## src/rtl/dacs_pkg.sv

```systemverilog
package dacs_pkg;
  typedef enum logic [2:0] {
    ST_OFF,
    ST_STBY,
    ST_WAKE,
    ST_CONV,
    ST_ON
  } dacs_state_e;
endpackage

```

## src/rtl/dacs_hold_buf.sv

```systemverilog
module dacs_hold_buf #(
  parameter int NCH = 4,
  parameter int DW  = 12,
  parameter int CHW = (NCH > 1) ? $clog2(NCH) : 1
) (
  input  logic           clk_i,
  input  logic           rst_ni,
  input  logic           wr_valid_i,
  input  logic [CHW-1:0] wr_chan_i,
  input  logic [DW-1:0]  wr_data_i,
  input  logic           take_i,
  input  logic [CHW-1:0] ref_idx_i,
  output logic           hold_valid_o,
  output logic [CHW-1:0] hold_chan_o,
  output logic [DW-1:0]  hold_data_o,
  output logic [DW-1:0]  last_data_o
);
  logic [DW-1:0] last_q [NCH];

  always_ff @(posedge clk_i or negedge rst_ni) begin
    if (!rst_ni) begin
      hold_valid_o <= 1'b0;
      hold_chan_o  <= '0;
      hold_data_o  <= '0;
    end else if (take_i) begin
      hold_valid_o <= 1'b0;
    end else if (wr_valid_i && !hold_valid_o) begin
      hold_valid_o <= 1'b1;
      hold_chan_o  <= wr_chan_i;
      hold_data_o  <= wr_data_i;
    end
  end

  always_ff @(posedge clk_i or negedge rst_ni) begin
    if (!rst_ni) begin
      for (int i = 0; i < NCH; i++) last_q[i] <= '0;
    end else if (take_i) begin
      last_q[hold_chan_o] <= hold_data_o;
    end
  end

  assign last_data_o = last_q[ref_idx_i];

  // a full register keeps its item against new writes
  p_full_ignore_r8: assert property (@(posedge clk_i) disable iff (!rst_ni)
    (hold_valid_o && !take_i) |=> (hold_valid_o && $stable(hold_data_o) && $stable(hold_chan_o)));
endmodule

```

## src/rtl/dacs_refresh_tmr.sv

```systemverilog
module dacs_refresh_tmr #(
  parameter int RFW = 4,
  parameter int UL  = 10,
  parameter int NCH = 4,
  parameter int CHW = (NCH > 1) ? $clog2(NCH) : 1
) (
  input  logic           clk_i,
  input  logic           rst_ni,
  input  logic [RFW-1:0] cfg_refresh_i,
  input  logic           ref_take_i,
  output logic           ref_pend_o,
  output logic [CHW-1:0] ref_idx_o
);
  localparam int PW = RFW + UL;
  localparam logic [CHW-1:0] LAST_CH = CHW'(NCH - 1);

  logic [PW-1:0] cnt_q;
  logic          armed_q;
  logic          fire;
  logic [PW-1:0] period_m1;

  assign period_m1 = {cfg_refresh_i, {UL{1'b0}}} - PW'(1);
  assign fire      = armed_q && (cnt_q == '0) && (cfg_refresh_i != '0);

  always_ff @(posedge clk_i or negedge rst_ni) begin
    if (!rst_ni) begin
      cnt_q   <= '0;
      armed_q <= 1'b0;
    end else if (cfg_refresh_i == '0) begin
      cnt_q   <= '0;
      armed_q <= 1'b0;
    end else if (!armed_q || cnt_q == '0) begin
      cnt_q   <= period_m1;
      armed_q <= 1'b1;
    end else begin
      cnt_q <= cnt_q - PW'(1);
    end
  end

  always_ff @(posedge clk_i or negedge rst_ni) begin
    if (!rst_ni) begin
      ref_pend_o <= 1'b0;
      ref_idx_o  <= '0;
    end else if (cfg_refresh_i == '0) begin
      ref_pend_o <= 1'b0;
      ref_idx_o  <= '0;
    end else begin
      if (ref_take_i) begin
        if (ref_idx_o == LAST_CH) begin
          ref_idx_o  <= '0;
          ref_pend_o <= 1'b0;
        end else begin
          ref_idx_o <= ref_idx_o + CHW'(1);
        end
      end
      if (fire) ref_pend_o <= 1'b1;
    end
  end

  // disabled refresh never leaves a round pending
  p_ref_off_r11: assert property (@(posedge clk_i) disable iff (!rst_ni)
    (cfg_refresh_i == '0) |=> !ref_pend_o);
endmodule

```

## src/rtl/dacs_ctrl_fsm.sv

```systemverilog
module dacs_ctrl_fsm
  import dacs_pkg::*;
#(
  parameter int STW      = 4,
  parameter int CONV_CYC = 6
) (
  input  logic           clk_i,
  input  logic           rst_ni,
  input  logic [STW-1:0] cfg_startup_i,
  input  logic           cfg_fast_wake_i,
  input  logic           cfg_max_speed_i,
  input  logic           hold_valid_i,
  input  logic           ref_pend_i,
  input  logic           eoc_i,
  output logic           start_o,
  output logic           cell_en_o,
  output logic           cell_partial_o,
  output logic           conv_o
);
  localparam int SCW = STW + 3;
  localparam int CVW = $clog2(CONV_CYC);
  localparam logic [CVW-1:0] MAX_LAST = CVW'(CONV_CYC - 2);

  dacs_state_e state_q, state_d, idle_st;
  logic [SCW-1:0] wake_cnt_q, wake_len_m1;
  logic [CVW-1:0] cv_cnt_q;
  logic           pending, conv_done;

  assign pending     = hold_valid_i || ref_pend_i;
  assign idle_st     = cfg_fast_wake_i ? ST_STBY : ST_OFF;
  assign wake_len_m1 = (cfg_startup_i == '0) ? '0 : ({cfg_startup_i, 3'b000} - SCW'(1));
  assign conv_done   = cfg_max_speed_i ? (cv_cnt_q == MAX_LAST) : eoc_i;

  always_comb begin
    state_d = state_q;
    start_o = 1'b0;
    unique case (state_q)
      ST_OFF, ST_STBY: state_d = pending ? ST_WAKE : idle_st;
      ST_WAKE: if (wake_cnt_q == '0) begin
        if (pending) begin
          state_d = ST_CONV;
          start_o = 1'b1;
        end else state_d = ST_ON;
      end
      ST_CONV: if (conv_done) begin
        if (pending) start_o = 1'b1;
        else state_d = ST_ON;
      end
      ST_ON: if (pending) begin
        state_d = ST_CONV;
        start_o = 1'b1;
      end else state_d = idle_st;
      default: state_d = ST_OFF;
    endcase
  end

  always_ff @(posedge clk_i or negedge rst_ni) begin
    if (!rst_ni) begin
      state_q    <= ST_OFF;
      wake_cnt_q <= '0;
      cv_cnt_q   <= '0;
      conv_o     <= 1'b0;
    end else begin
      state_q <= state_d;
      conv_o  <= start_o;
      if (state_q != ST_WAKE) wake_cnt_q <= wake_len_m1;
      else if (wake_cnt_q != '0) wake_cnt_q <= wake_cnt_q - SCW'(1);
      if (start_o) cv_cnt_q <= '0;
      else if (state_q == ST_CONV && cv_cnt_q != MAX_LAST) cv_cnt_q <= cv_cnt_q + CVW'(1);
    end
  end

  assign cell_en_o      = (state_q == ST_WAKE) || (state_q == ST_CONV) || (state_q == ST_ON);
  assign cell_partial_o = (state_q == ST_STBY);

  // no strobe straight out of a powered-down state
  p_no_cold_conv_r2: assert property (@(posedge clk_i) disable iff (!rst_ni)
    (state_q == ST_OFF || state_q == ST_STBY) |=> !conv_o);
  // strobe only with the cell on, one cycle wide
  p_conv_powered_r9: assert property (@(posedge clk_i) disable iff (!rst_ni)
    conv_o |-> cell_en_o);
  p_conv_pulse_r9: assert property (@(posedge clk_i) disable iff (!rst_ni)
    conv_o |=> !conv_o);
  // counter pacing is not cut short by eoc_i
  p_max_hold_r6: assert property (@(posedge clk_i) disable iff (!rst_ni)
    (cfg_max_speed_i && state_q == ST_CONV && cv_cnt_q < MAX_LAST) |=> (state_q == ST_CONV && !conv_o));
endmodule

```

## src/rtl/dac_conv_seq.sv

```systemverilog
module dac_conv_seq #(
  parameter int NCH      = 4,
  parameter int DW       = 12,
  parameter int STW      = 4,
  parameter int RFW      = 4,
  parameter int CONV_CYC = 6,
  parameter int CHW      = (NCH > 1) ? $clog2(NCH) : 1
) (
  input  logic           clk_i,
  input  logic           rst_ni,
  input  logic [STW-1:0] cfg_startup_i,
  input  logic           cfg_fast_wake_i,
  input  logic           cfg_max_speed_i,
  input  logic [RFW-1:0] cfg_refresh_i,
  input  logic           wr_valid_i,
  input  logic [CHW-1:0] wr_chan_i,
  input  logic [DW-1:0]  wr_data_i,
  output logic           rdy_o,
  input  logic           eoc_i,
  output logic           cell_en_o,
  output logic           cell_partial_o,
  output logic           conv_o,
  output logic [CHW-1:0] conv_chan_o,
  output logic [DW-1:0]  conv_data_o,
  output logic           eoc_flag_o
);
  logic           start, hold_valid, ref_pend, take_hold, take_ref;
  logic [CHW-1:0] hold_chan, ref_idx;
  logic [DW-1:0]  hold_data, last_data;
  logic [2:0]     eoc_dly_q;

  assign take_hold = start && hold_valid;
  assign take_ref  = start && !hold_valid;
  assign rdy_o     = !hold_valid;

  dacs_hold_buf #(.NCH(NCH), .DW(DW), .CHW(CHW)) u_hold (
    .clk_i, .rst_ni, .wr_valid_i, .wr_chan_i, .wr_data_i,
    .take_i(take_hold), .ref_idx_i(ref_idx),
    .hold_valid_o(hold_valid), .hold_chan_o(hold_chan),
    .hold_data_o(hold_data), .last_data_o(last_data)
  );

  dacs_refresh_tmr #(.RFW(RFW), .UL(10), .NCH(NCH), .CHW(CHW)) u_ref (
    .clk_i, .rst_ni, .cfg_refresh_i, .ref_take_i(take_ref),
    .ref_pend_o(ref_pend), .ref_idx_o(ref_idx)
  );

  dacs_ctrl_fsm #(.STW(STW), .CONV_CYC(CONV_CYC)) u_fsm (
    .clk_i, .rst_ni, .cfg_startup_i, .cfg_fast_wake_i, .cfg_max_speed_i,
    .hold_valid_i(hold_valid), .ref_pend_i(ref_pend), .eoc_i,
    .start_o(start), .cell_en_o, .cell_partial_o, .conv_o
  );

  always_ff @(posedge clk_i or negedge rst_ni) begin
    if (!rst_ni) begin
      conv_chan_o <= '0;
      conv_data_o <= '0;
      eoc_dly_q   <= '0;
    end else begin
      eoc_dly_q <= {eoc_dly_q[1:0], eoc_i};
      if (start) begin
        conv_chan_o <= hold_valid ? hold_chan : ref_idx;
        conv_data_o <= hold_valid ? hold_data : last_data;
      end
    end
  end

  // max-speed flag is two cycles later than the normal one
  assign eoc_flag_o = cfg_max_speed_i ? eoc_dly_q[2] : eoc_dly_q[0];

  // normal-mode flag follows eoc_i by one cycle
  p_eoc_flag_r7: assert property (@(posedge clk_i) disable iff (!rst_ni)
    eoc_i |=> (cfg_max_speed_i || eoc_flag_o));
endmodule

```

## config.mk

```make
export PLATFORM = sky130hd
export DESIGN_NAME = dac_conv_seq
export DESIGN_NICKNAME = d
export VERILOG_FILES = /design/src/rtl/dacs_pkg.sv /design/src/rtl/dacs_hold_buf.sv /design/src/rtl/dacs_refresh_tmr.sv /design/src/rtl/dacs_ctrl_fsm.sv /design/src/rtl/dac_conv_seq.sv
export SDC_FILE = /design/constraint.sdc
export NUM_CORES = 1
export LEC_CHECK = 0
export CAP_MARGIN = 10
export CELL_PAD_IN_SITES_DETAIL_PLACEMENT = 1
export CELL_PAD_IN_SITES_GLOBAL_PLACEMENT = 1
export CORE_UTILIZATION = 42
export DETAILED_ROUTE_END_ITERATION = 10
export PLACE_DENSITY = 0.77
export SKIP_CTS_REPAIR_TIMING = 1
export SLEW_MARGIN = 20
export SYNTH_ARGS = -nofsm -noshare
export SYNTH_HDL_FRONTEND = slang
export SYNTH_SLANG_ARGS = --single-unit
```

## constraint.sdc

```tcl
create_clock -name clk_i -period 2.24 [get_ports clk_i]
set_input_delay 0.224 -clock clk_i [delete_from_list [all_inputs] [get_ports clk_i]]
set_output_delay 0.224 -clock clk_i [all_outputs]
set_load 0.005 [all_outputs]
```

==> results.json, run 1 <==
{
  "seq_area_um2": 2800,
  "setup_ws_ns": -0.148,
  "r2r-end": "u_hold.last_q[1]",
  "multi_input_area_um2": 2420,
  "layout_commonest_cell": "dfrtp_1",
  "core_area_um2": 12100,
  "die_h_um": 114,
  "cp_common_cell": "buf_4",
  "ant_nets": 0,
  "critical_path.max_fanout": 7,
  "crit_start": "u_fsm.cv_cnt_q[1]",
  "dp_cells": 645,
  "ys_warn_count": 0,
  "async_flop_share_pct": 100,
  "netlist_top_cells_area": "dfrtp_1 53%, mux2_2 12%, mux4_2 5.2%",
  "vias_per_cell": 5.41,
  "hold_class": "primary input to asynchronous set/reset pin",
  "hold_slack_ns": 0.335,
  "area_growth_pct": 25.2,
  "cp_cell_sequence": "inv_2 > ha_4 > nand3_2 > and3_4 > o31a_1 > buf_4 > nor3b_4 > buf_4 > buf_8 > mux2_2",
  "wl_per_cell_um": 18.9,
  "path_class": "flip-flop to flip-flop",
  "final_cell_mix": "112 x dfrtp_1, 45 x clkdlybuf4s50_1, 41 x mux2_2",
  "fp-row-count": 40,
  "drv_cap": 0,
  "start_util_pct": 43.3,
  "slew_headroom_pct": 44.9,
  "finalHoldViolCount": 0,
  "synth_cells": 416,
  "status": "finished, violations left",
  "overflow": 0,
  "total_power_uw": 8980,
  "io_buffer_count": 46,
  "reg2reg_slack_ns": -0.15,
  "synth_seq_area_share_pct": 53.4,
  "drv_slew": 0,
  "first_pass_iters": 4,
  "dieArea_um2": 12900,
  "cp_slowest_cell": "dfrtp_1",
  "worstPathArrival_ns": 2.63,
  "vias": 3613,
  "cts_tree": "done",
  "worstSkewPairLatency_ns": 0.36,
  "r2r-start": "u_fsm.cv_cnt_q[1]",
  "synth-seq-cells": 112,
  "track_usage_pct": 21.2,
  "fmax_mhz": 419,
  "crit_cells": 10,
  "setup_viol": 32,
  "p_leak_uw": 0.00283,
  "fillers": 1260,
  "clkTransAtPathRegs_ns": 0.07,
  "yosysTopAreaCell": "dfrtp_1",
  "fin_nets": 532,
  "num_antenna_cells": 0,
  "synth.net_count": 453,
  "fin_skew_ns": 0.00921,
  "finish.instance_area_um2": 6560,
  "end_kind": "flip-flop",
  "die_w_um": 114,
  "cts_root_buf": "clkbuf_16",
  "avgSynthCellArea_um2": 12.6,
  "crit_family": "buffers and inverters",
  "r2r_cells": 10,
  "drcViolationCount": 0,
  "grt_max_degree": 45,
  "synth.distinct_cells": 51,
  "cts.sinks": 112,
  "final_core_util_pct": 54.2,
  "setup.worst_path.start_class": "flip-flop",
  "p_per_area_nw_per_um2": 1370,
  "place_area_um2": 6100,
  "crit_end": "u_hold.last_q[1]",
  "synth_area_um2": 5240,
  "drive_gt1_share_pct": 30.6,
  "required_ns": 2.49,
  "worst_pin_slew_ns": 0.827,
  "routed_wl_um": 12600,
  "synth-main-ff-cell": "dfrtp_1",
  "max_stage_delay_ns": 0.40,
  "violations": "negative setup slack",
  "place.gp.congestion": 0.791,
  "antenna_found_initial": 0,
  "grt_pass1_wl_um": 20800,
  "htreeDepth": 3,
  "finalCritPeriodShare_pct": 107,
  "pin_count": 47,
  "synth_top_cell_area_share_pct": 53.4,
  "synth_edf_count": 0,
  "crit_buf_inv": 4,
  "cts_made_buffers": 9,
  "rsz0062_at_grt": "true",
  "period_needed_ns": 2.39,
  "final_cells": 668,
  "peakVddDrop_v": 0.000544,
  "drt_iter0_markers": 151,
  "grt_pass1_vias": 3959,
  "cts_buffer_depth": 2,
  "hpwl_um": 8640
}
==> sequential cells by signal, indices dropped and copies added, names as in the netlist, 3 cells and up <==
signal              flops
u_fsm.wake_cnt_q        7
u_fsm.cv_cnt_q          3
eoc_dly_q               3
u_ref.cnt_q            14
u_fsm.state_q           3
u_hold.hold_data_o     12
u_hold.last_q          48
conv_data_o            12
==> where the power goes <==
| group | leakage [µW] | switching (µW) | internal [µW] |
|---|---|---|---|
| Sequential | 0.00138 | 780 | 2920 |
| Clock | 0.000126 | 743 | 754 |
| Combinational | 0.00133 | 1620 | 2170 |
==> synth_stat cells (all sizes together), types with 3 or more instances <==
| library cell | instances |
|---|---|
| nor3b | 3 |
| nand2 | 13 |
| clkbuf | 12 |
| nand2b | 3 |
| xor2 | 8 |
| a31oi | 3 |
| mux2i | 15 |
| mux2 | 64 |
| a21oi | 23 |
| inv | 14 |
| nor2b | 3 |
| mux4 | 12 |
| nor2 | 18 |
| or4 | 6 |
| nand3 | 5 |
| ha | 9 |
| buf | 7 |
| o21ai | 38 |
| or2 | 4 |
| xnor2 | 9 |
| o31ai | 3 |
| dfrtp | 112 |
| nor3 | 6 |
==> worst register-to-register path, delay by kind of cell, from the launching register on <==
kind,cells,cell delay (ns)
AOI/OAI and AO/OA,1,0.40
adders and majority gates,1,0.14
buffers and inverters,4,0.56
DFF,1,0.40
muxes,1,0.33
and+or+nand+nor,3,0.46
==> cell type report <==
| type | instances | area share [%] |
|---|---|---|
| inverters | 14 | 0.801 |
| flip-flops and latches | 112 | 42.7 |
| well taps | 168 | 3.20 |
| multi-input cells | 272 | 36.9 |
| clock buffers | 11 | 3.55 |
| repair buffers | 86 | 12.3 |
| clock inverters | 5 | 0.515 |
==> kinds of logic after synthesis <==
kind of cell	after synthesis	synth area share [%]
DFF	112	53.4
muxes	91	22.5
xor gates and xnor gates	17	2.84
buffers and inverters	33	2.67
and+or+nand+nor	73	7.73
AOI/OAI and AO/OA	81	8.69
adders and majority gates	9	2.15
==> layer usage <==
layer	vias to the layer above	wire length, µm	GRT usage, %	share of wire [%]
li1	1660	-	-	-
met1	1876	5690	26.3	45
met2	62	6260	36.7	50
met3	15	448	4.52	3.5
met4	0	221	7.19	1.8
met5	-	0	0	0
==> how the worst min path moves through the flow <==
stage / endpoint / slack, ns / depth (start not counted)
floorplan: conv_chan_o[0] / -0.07 / 0
global placement: u_ref.cnt_q[7] / 0.17 / 1
detailed placement: u_ref.cnt_q[6] / 0.18 / 1
CTS: u_ref.cnt_q[6] / -0.21 / 1
global route: eoc_dly_q[0] / 0.33 / 1
finish: u_ref.cnt_q[6] / 0.33 / 2
==> stage by stage <==
stage	worst slack, ns	TNS (ns)
final	-0.148	-2.96
after global routing	-0.244	-8.48
after CTS	-0.216	-7.05
after detailed placement	-0.310	-14.77
after global placement	-0.227	-9.24
after floorplan	0.0430	0
Power figures use the tool's default switching activity.
==> inputs of run 2 (changes only) <==
- CORE_MARGIN: default -> 5
==> run 2 against run 1 <==
The run still ends with negative setup slack left; flip-flop and latch count stayed put; clock-buffer cell count is 1 lower; critical path depth is 3 lower; sequential share of layout area is 0.40 points lower.
==> results.json, run 2 (synthesized netlist as in run 1, its figures left out) <==
{
  "r2r-start": "u_fsm.cv_cnt_q[0]",
  "die_w_um": 122,
  "drv_slew": 0,
  "top_regs": "u_hold.last_q (48), u_ref.cnt_q (14)",
  "setup_ws_ns": -0.142,
  "fin_nets": 530,
  "grt_pass1_vias": 4048,
  "worst_pin_slew_ns": 0.738,
  "num_antenna_cells": 0,
  "grt_pass1_wl_um": 20600,
  "cts_tree": "done",
  "fp-row-count": 40,
  "track_usage_pct": 17.8,
  "grt_use_met1_pct": 22.4,
  "violations": "negative setup slack",
  "cts_buffer_depth": 2,
  "crit_start": "u_fsm.cv_cnt_q[0]",
  "die_h_um": 122,
  "fmax_mhz": 420,
  "final_cell_mix": "112 x dfrtp_1, 45 x clkdlybuf4s50_1, 36 x mux2_2",
  "rsz0062_at_grt": "true",
  "final_cells": 666,
  "finalHoldViolCount": 0,
  "area_growth_pct": 26.4,
  "antenna_found_initial": 0,
  "core_area_um2": 12100,
  "setup_viol": 47,
  "largest_reg_flops": 48,
  "drcViolationCount": 0,
  "drv_cap": 0,
  "start_util_pct": 43.3,
  "vias": 3613,
  "met3_usage_pct": 2.92,
  "drt_iter0_markers": 158,
  "slew_headroom_pct": 50.8,
  "max_stage_delay_ns": 0.64,
  "wl_per_cell_um": 19.4,
  "io_buffer_count": 46,
  "first_pass_iters": 4,
  "overflow": 0,
  "period_needed_ns": 2.38,
  "place_ws_ns": -0.267,
  "grt_max_degree": 56,
  "finalSetupTns_ns": -2.66,
  "hold_slack_ns": 0.355,
  "dp_cells": 643,
  "hpwl_um": 8540,
  "crit_buf_inv": 1,
  "top_register": "u_hold.last_q",
  "layout_commonest_cell": "dfrtp_1",
  "cp_cell_sequence": "inv_2 > ha_2 > nand3_2 > and3_4 > o31a_4 > or4_4 > mux2_4",
  "ant_nets": 0,
  "grt_busiest_layer": "met2",
  "cp_slowest_cell": "or4_4",
  "clkTransAtPathRegs_ns": 0.07,
  "cts_made_buffers": 9,
  "hold_class": "flip-flop to flip-flop",
  "p_leak_uw": 0.00287,
  "peakVddDrop_v": 0.000536,
  "worstSkewPairLatency_ns": 0.35,
  "dieArea_um2": 14800,
  "path_class": "flip-flop to flip-flop",
  "hold_start": "eoc_dly_q[1]",
  "p_per_area_nw_per_um2": 1390,
  "critical_path.max_fanout": 7,
  "cts.sinks": 112,
  "place.gp.congestion": 0.773,
  "cts_root_buf": "clkbuf_16",
  "drive_gt1_share_pct": 31.1,
  "pin_count": 47,
  "status": "finished, violations left",
  "setup.worst_path.start_class": "flip-flop",
  "use_met2_pct": 31.0,
  "routed_wl_um": 12900,
  "end_kind": "flip-flop",
  "fin_skew_ns": 0.0110,
  "final_core_util_pct": 54.7,
  "fillers": 1266,
  "finalCritPeriodShare_pct": 106,
  "worstPathArrival_ns": 2.62,
  "crit_family": "simple AND/OR/NAND/NOR gates",
  "required_ns": 2.47,
  "htreeDepth": 3,
  "vias_per_cell": 5.42
}
==> run 2: cell types whose count changed in the layout (fill, tap and decap cells not counted), sizes merged <==
| cell | previous run | this run |
|---|---|---|
| buf | 40 | 38 |
| clkinvlp | 2 | 0 |
| inv | 14 | 16 |
| bufinv | 0 | 1 |
| clkbuf | 11 | 10 |
==> run 2: layout make-up <==
type	instances	area [µm²]	share of cell area, %
clock inverter	6	66.3	1.00
clock buffer	10	239	3.61
sequential	112	2800	42.3
inverter	14	52.6	0.793
multi-input combinational	272	2460	37.1
tap	168	210	3.17
timing repair buffer	84	797	12.0
==> run 2: routing by layer <==
layer	vias to the layer above	routed length, µm
met4	0	248
met3	16	328
met5	-	0
met1	1883	5680
met2	61	6650
li1	1653	-
==> run 2: metrics by stage <==
stage | cell area, µm² | power [µW]
CTS | 6390 | 8890
global route | 6630 | 9800
finish | 6630 | 9210
detailed placement | 6090 | 7170
floorplan | 5240 | 5740
global placement | 6090 | 6960
==> run 2: worst paths after layout <==
kind / end / depth (start not counted) / slack [ns]
max reg2reg: u_hold.last_q[47] / 7 / -0.14
max: u_hold.last_q[47] / 7 / -0.14
min: eoc_dly_q[2] / 0 / 0.35
max in group asynchronous: u_hold.hold_data_o[1] / 3 / 1.15
min in group asynchronous: u_ref.cnt_q[9] / 2 / 0.37
min reg2reg: eoc_dly_q[2] / 0 / 0.35
==> run 2: where the power goes <==
part,switching (µW),total (µW),internal [µW]
registers,822,3740,2910
logic,1610,3810,2200
clock network,752,1660,905
==> inputs of run 3 (changes only) <==
- CORE_MARGIN: 5 -> 4
- CTS_CLUSTER_DIAMETER: default -> 150
==> run 3 against run 2 <==
Register-to-register slack barely moved; power decreased by 0.15%; non-clock buffer count is 2 higher; the run still ends with negative setup slack left; critical path depth unchanged; via count rose by 0.55%; sequential power hardly changed; clock power is essentially flat; core utilization down 0.58 points; flip-flop and latch count is the same; hold slack worse by 0.0078 ns.
==> results.json, run 3 (synthesized netlist as in run 1, its figures left out) <==
{
  "cts_buffer_depth": 2,
  "clkTransAtPathRegs_ns": 0.07,
  "peakVddDrop_v": 0.000619,
  "finalCritPeriodShare_pct": 106,
  "routed_wl_um": 13200,
  "slew_headroom_pct": 50.5,
  "seq_area_um2": 2800,
  "largest_reg_flops": 48,
  "layout_commonest_cell": "dfrtp_1",
  "finalHoldViolCount": 0,
  "cts_tree": "done",
  "cts.sinks": 112,
  "cts_root_buf": "clkbuf_16",
  "top_register": "u_hold.last_q",
  "grt_pass1_wl_um": 21200,
  "setup.worst_path.start_class": "flip-flop",
  "wl_per_cell_um": 19.7,
  "antenna_found_initial": 0,
  "area_growth_pct": 25.0,
  "fin_skew_ns": 0.00698,
  "period_needed_ns": 2.37,
  "ant_nets": 0,
  "worstSkewPairLatency_ns": 0.35,
  "multi_input_area_um2": 2390,
  "crit_family": "simple AND/OR/NAND/NOR gates",
  "die_h_um": 120,
  "overflow": 0,
  "fmax_mhz": 422,
  "path_class": "flip-flop to flip-flop",
  "vias_per_cell": 5.44,
  "worstPathArrival_ns": 2.61,
  "crit_buf_inv": 1,
  "core_area_um2": 12100,
  "end_kind": "flip-flop",
  "max_stage_delay_ns": 0.67,
  "drive_gt1_share_pct": 31.4,
  "htreeDepth": 3,
  "violations": "negative setup slack",
  "start_util_pct": 43.3,
  "top_regs": "u_hold.last_q (48), u_ref.cnt_q (14)",
  "drv_slew": 0,
  "worst_pin_slew_ns": 0.743,
  "drcViolationCount": 0,
  "grt_max_degree": 51,
  "finish.instance_area_um2": 6560,
  "hpwl_um": 8830,
  "grt_pass1_vias": 4030,
  "drt_iter0_markers": 146,
  "setup_ws_ns": -0.128,
  "place.gp.congestion": 0.805,
  "num_antenna_cells": 0,
  "vias": 3633,
  "required_ns": 2.48,
  "hold_class": "primary input to flip-flop",
  "cp_cell_sequence": "inv_2 > ha_4 > nand3_2 > and3_4 > o31a_1 > or4_4 > mux2_4",
  "die_w_um": 120,
  "fillers": 1273,
  "pin_count": 47,
  "final_cell_mix": "112 x dfrtp_1, 53 x mux2_2, 45 x clkdlybuf4s50_1",
  "setup_viol": 32,
  "cp_slowest_cell": "or4_4",
  "fp-row-count": 40,
  "track_usage_pct": 18.6,
  "p_per_area_nw_per_um2": 1400,
  "drv_cap": 0,
  "final_core_util_pct": 54.1,
  "io_buffer_count": 46,
  "status": "finished, violations left",
  "p_leak_uw": 0.00282,
  "place_area_um2": 6090,
  "rsz0062_at_grt": "true",
  "dieArea_um2": 14300,
  "first_pass_iters": 4,
  "fin_nets": 532,
  "cts_made_buffers": 9,
  "critical_path.max_fanout": 7
}
-- run 3: changes by cell type in the layout (fill, tap and decap cells not counted), sizes merged --
cell	before	now
clkinvlp	0	1
buf	38	40
clkinv	3	2
-- run 3: through the flow --
step	total power, µW	TNS [ns]	std cells	hold slack (ns)	setup slack [ns]
finish	9190	-2.78	668	0.347	-0.128
global placement	6980	-8.43	643	0.248	-0.217
global route	9800	-6.83	668	0.335	-0.197
detailed placement	7250	-10.72	643	0.264	-0.247
floorplan	5740	0	416	-0.0716	0.0430
CTS	8970	-2.74	659	-0.119	-0.103
-- run 3: final timing paths --
check	end	start	cells past startpoint	slack (ns)
min in group asynchronous	u_ref.cnt_q[10]	rst_ni	2	0.41
setup reg to reg	u_hold.last_q[46]	u_fsm.cv_cnt_q[1]	7	-0.13
max in group asynchronous	u_fsm.cv_cnt_q[0]	rst_ni	3	1.12
setup / recovery	u_hold.last_q[46]	u_fsm.cv_cnt_q[1]	7	-0.13
hold / removal	eoc_dly_q[0]	eoc_i	1	0.35
hold reg to reg	eoc_dly_q[2]	eoc_dly_q[1]	0	0.35
-- run 3: cell type report --
cell class                 count  share of cell area (%)
clock inverter                 6                   0.992
sequential                   112                    42.7
multi-input combinational    272                    36.5
inverter                      14                   0.802
tap                          168                    3.21
clock buffer                  10                    3.65
timing repair buffer          86                    12.1
-- run 3: metal layers --
layer  vias to the layer above  global-route usage [%]  part of all wire (%)
met1                      1889                    23.4                    43
met4                         0                    4.80                  0.92
met3                        12                    4.85                   3.4
met2                        62                    32.1                    52
li1                       1670                       -                     -
met5                         -                       0                     0
-- run 3: worst register-to-register path: stages, from the launching register on --
cell and delay [ns]:
dfrtp_1 0.39, inv_2 0.08, ha_4 0.13, nand3_2 0.06, and3_4 0.18, o31a_1 0.39, or4_4 0.67, mux2_4 0.34
-- run 3: power breakdown --
part,internal [µW],switching [µW]
Combinational,2140,1630
Clock,903,759
Sequential,2910,836
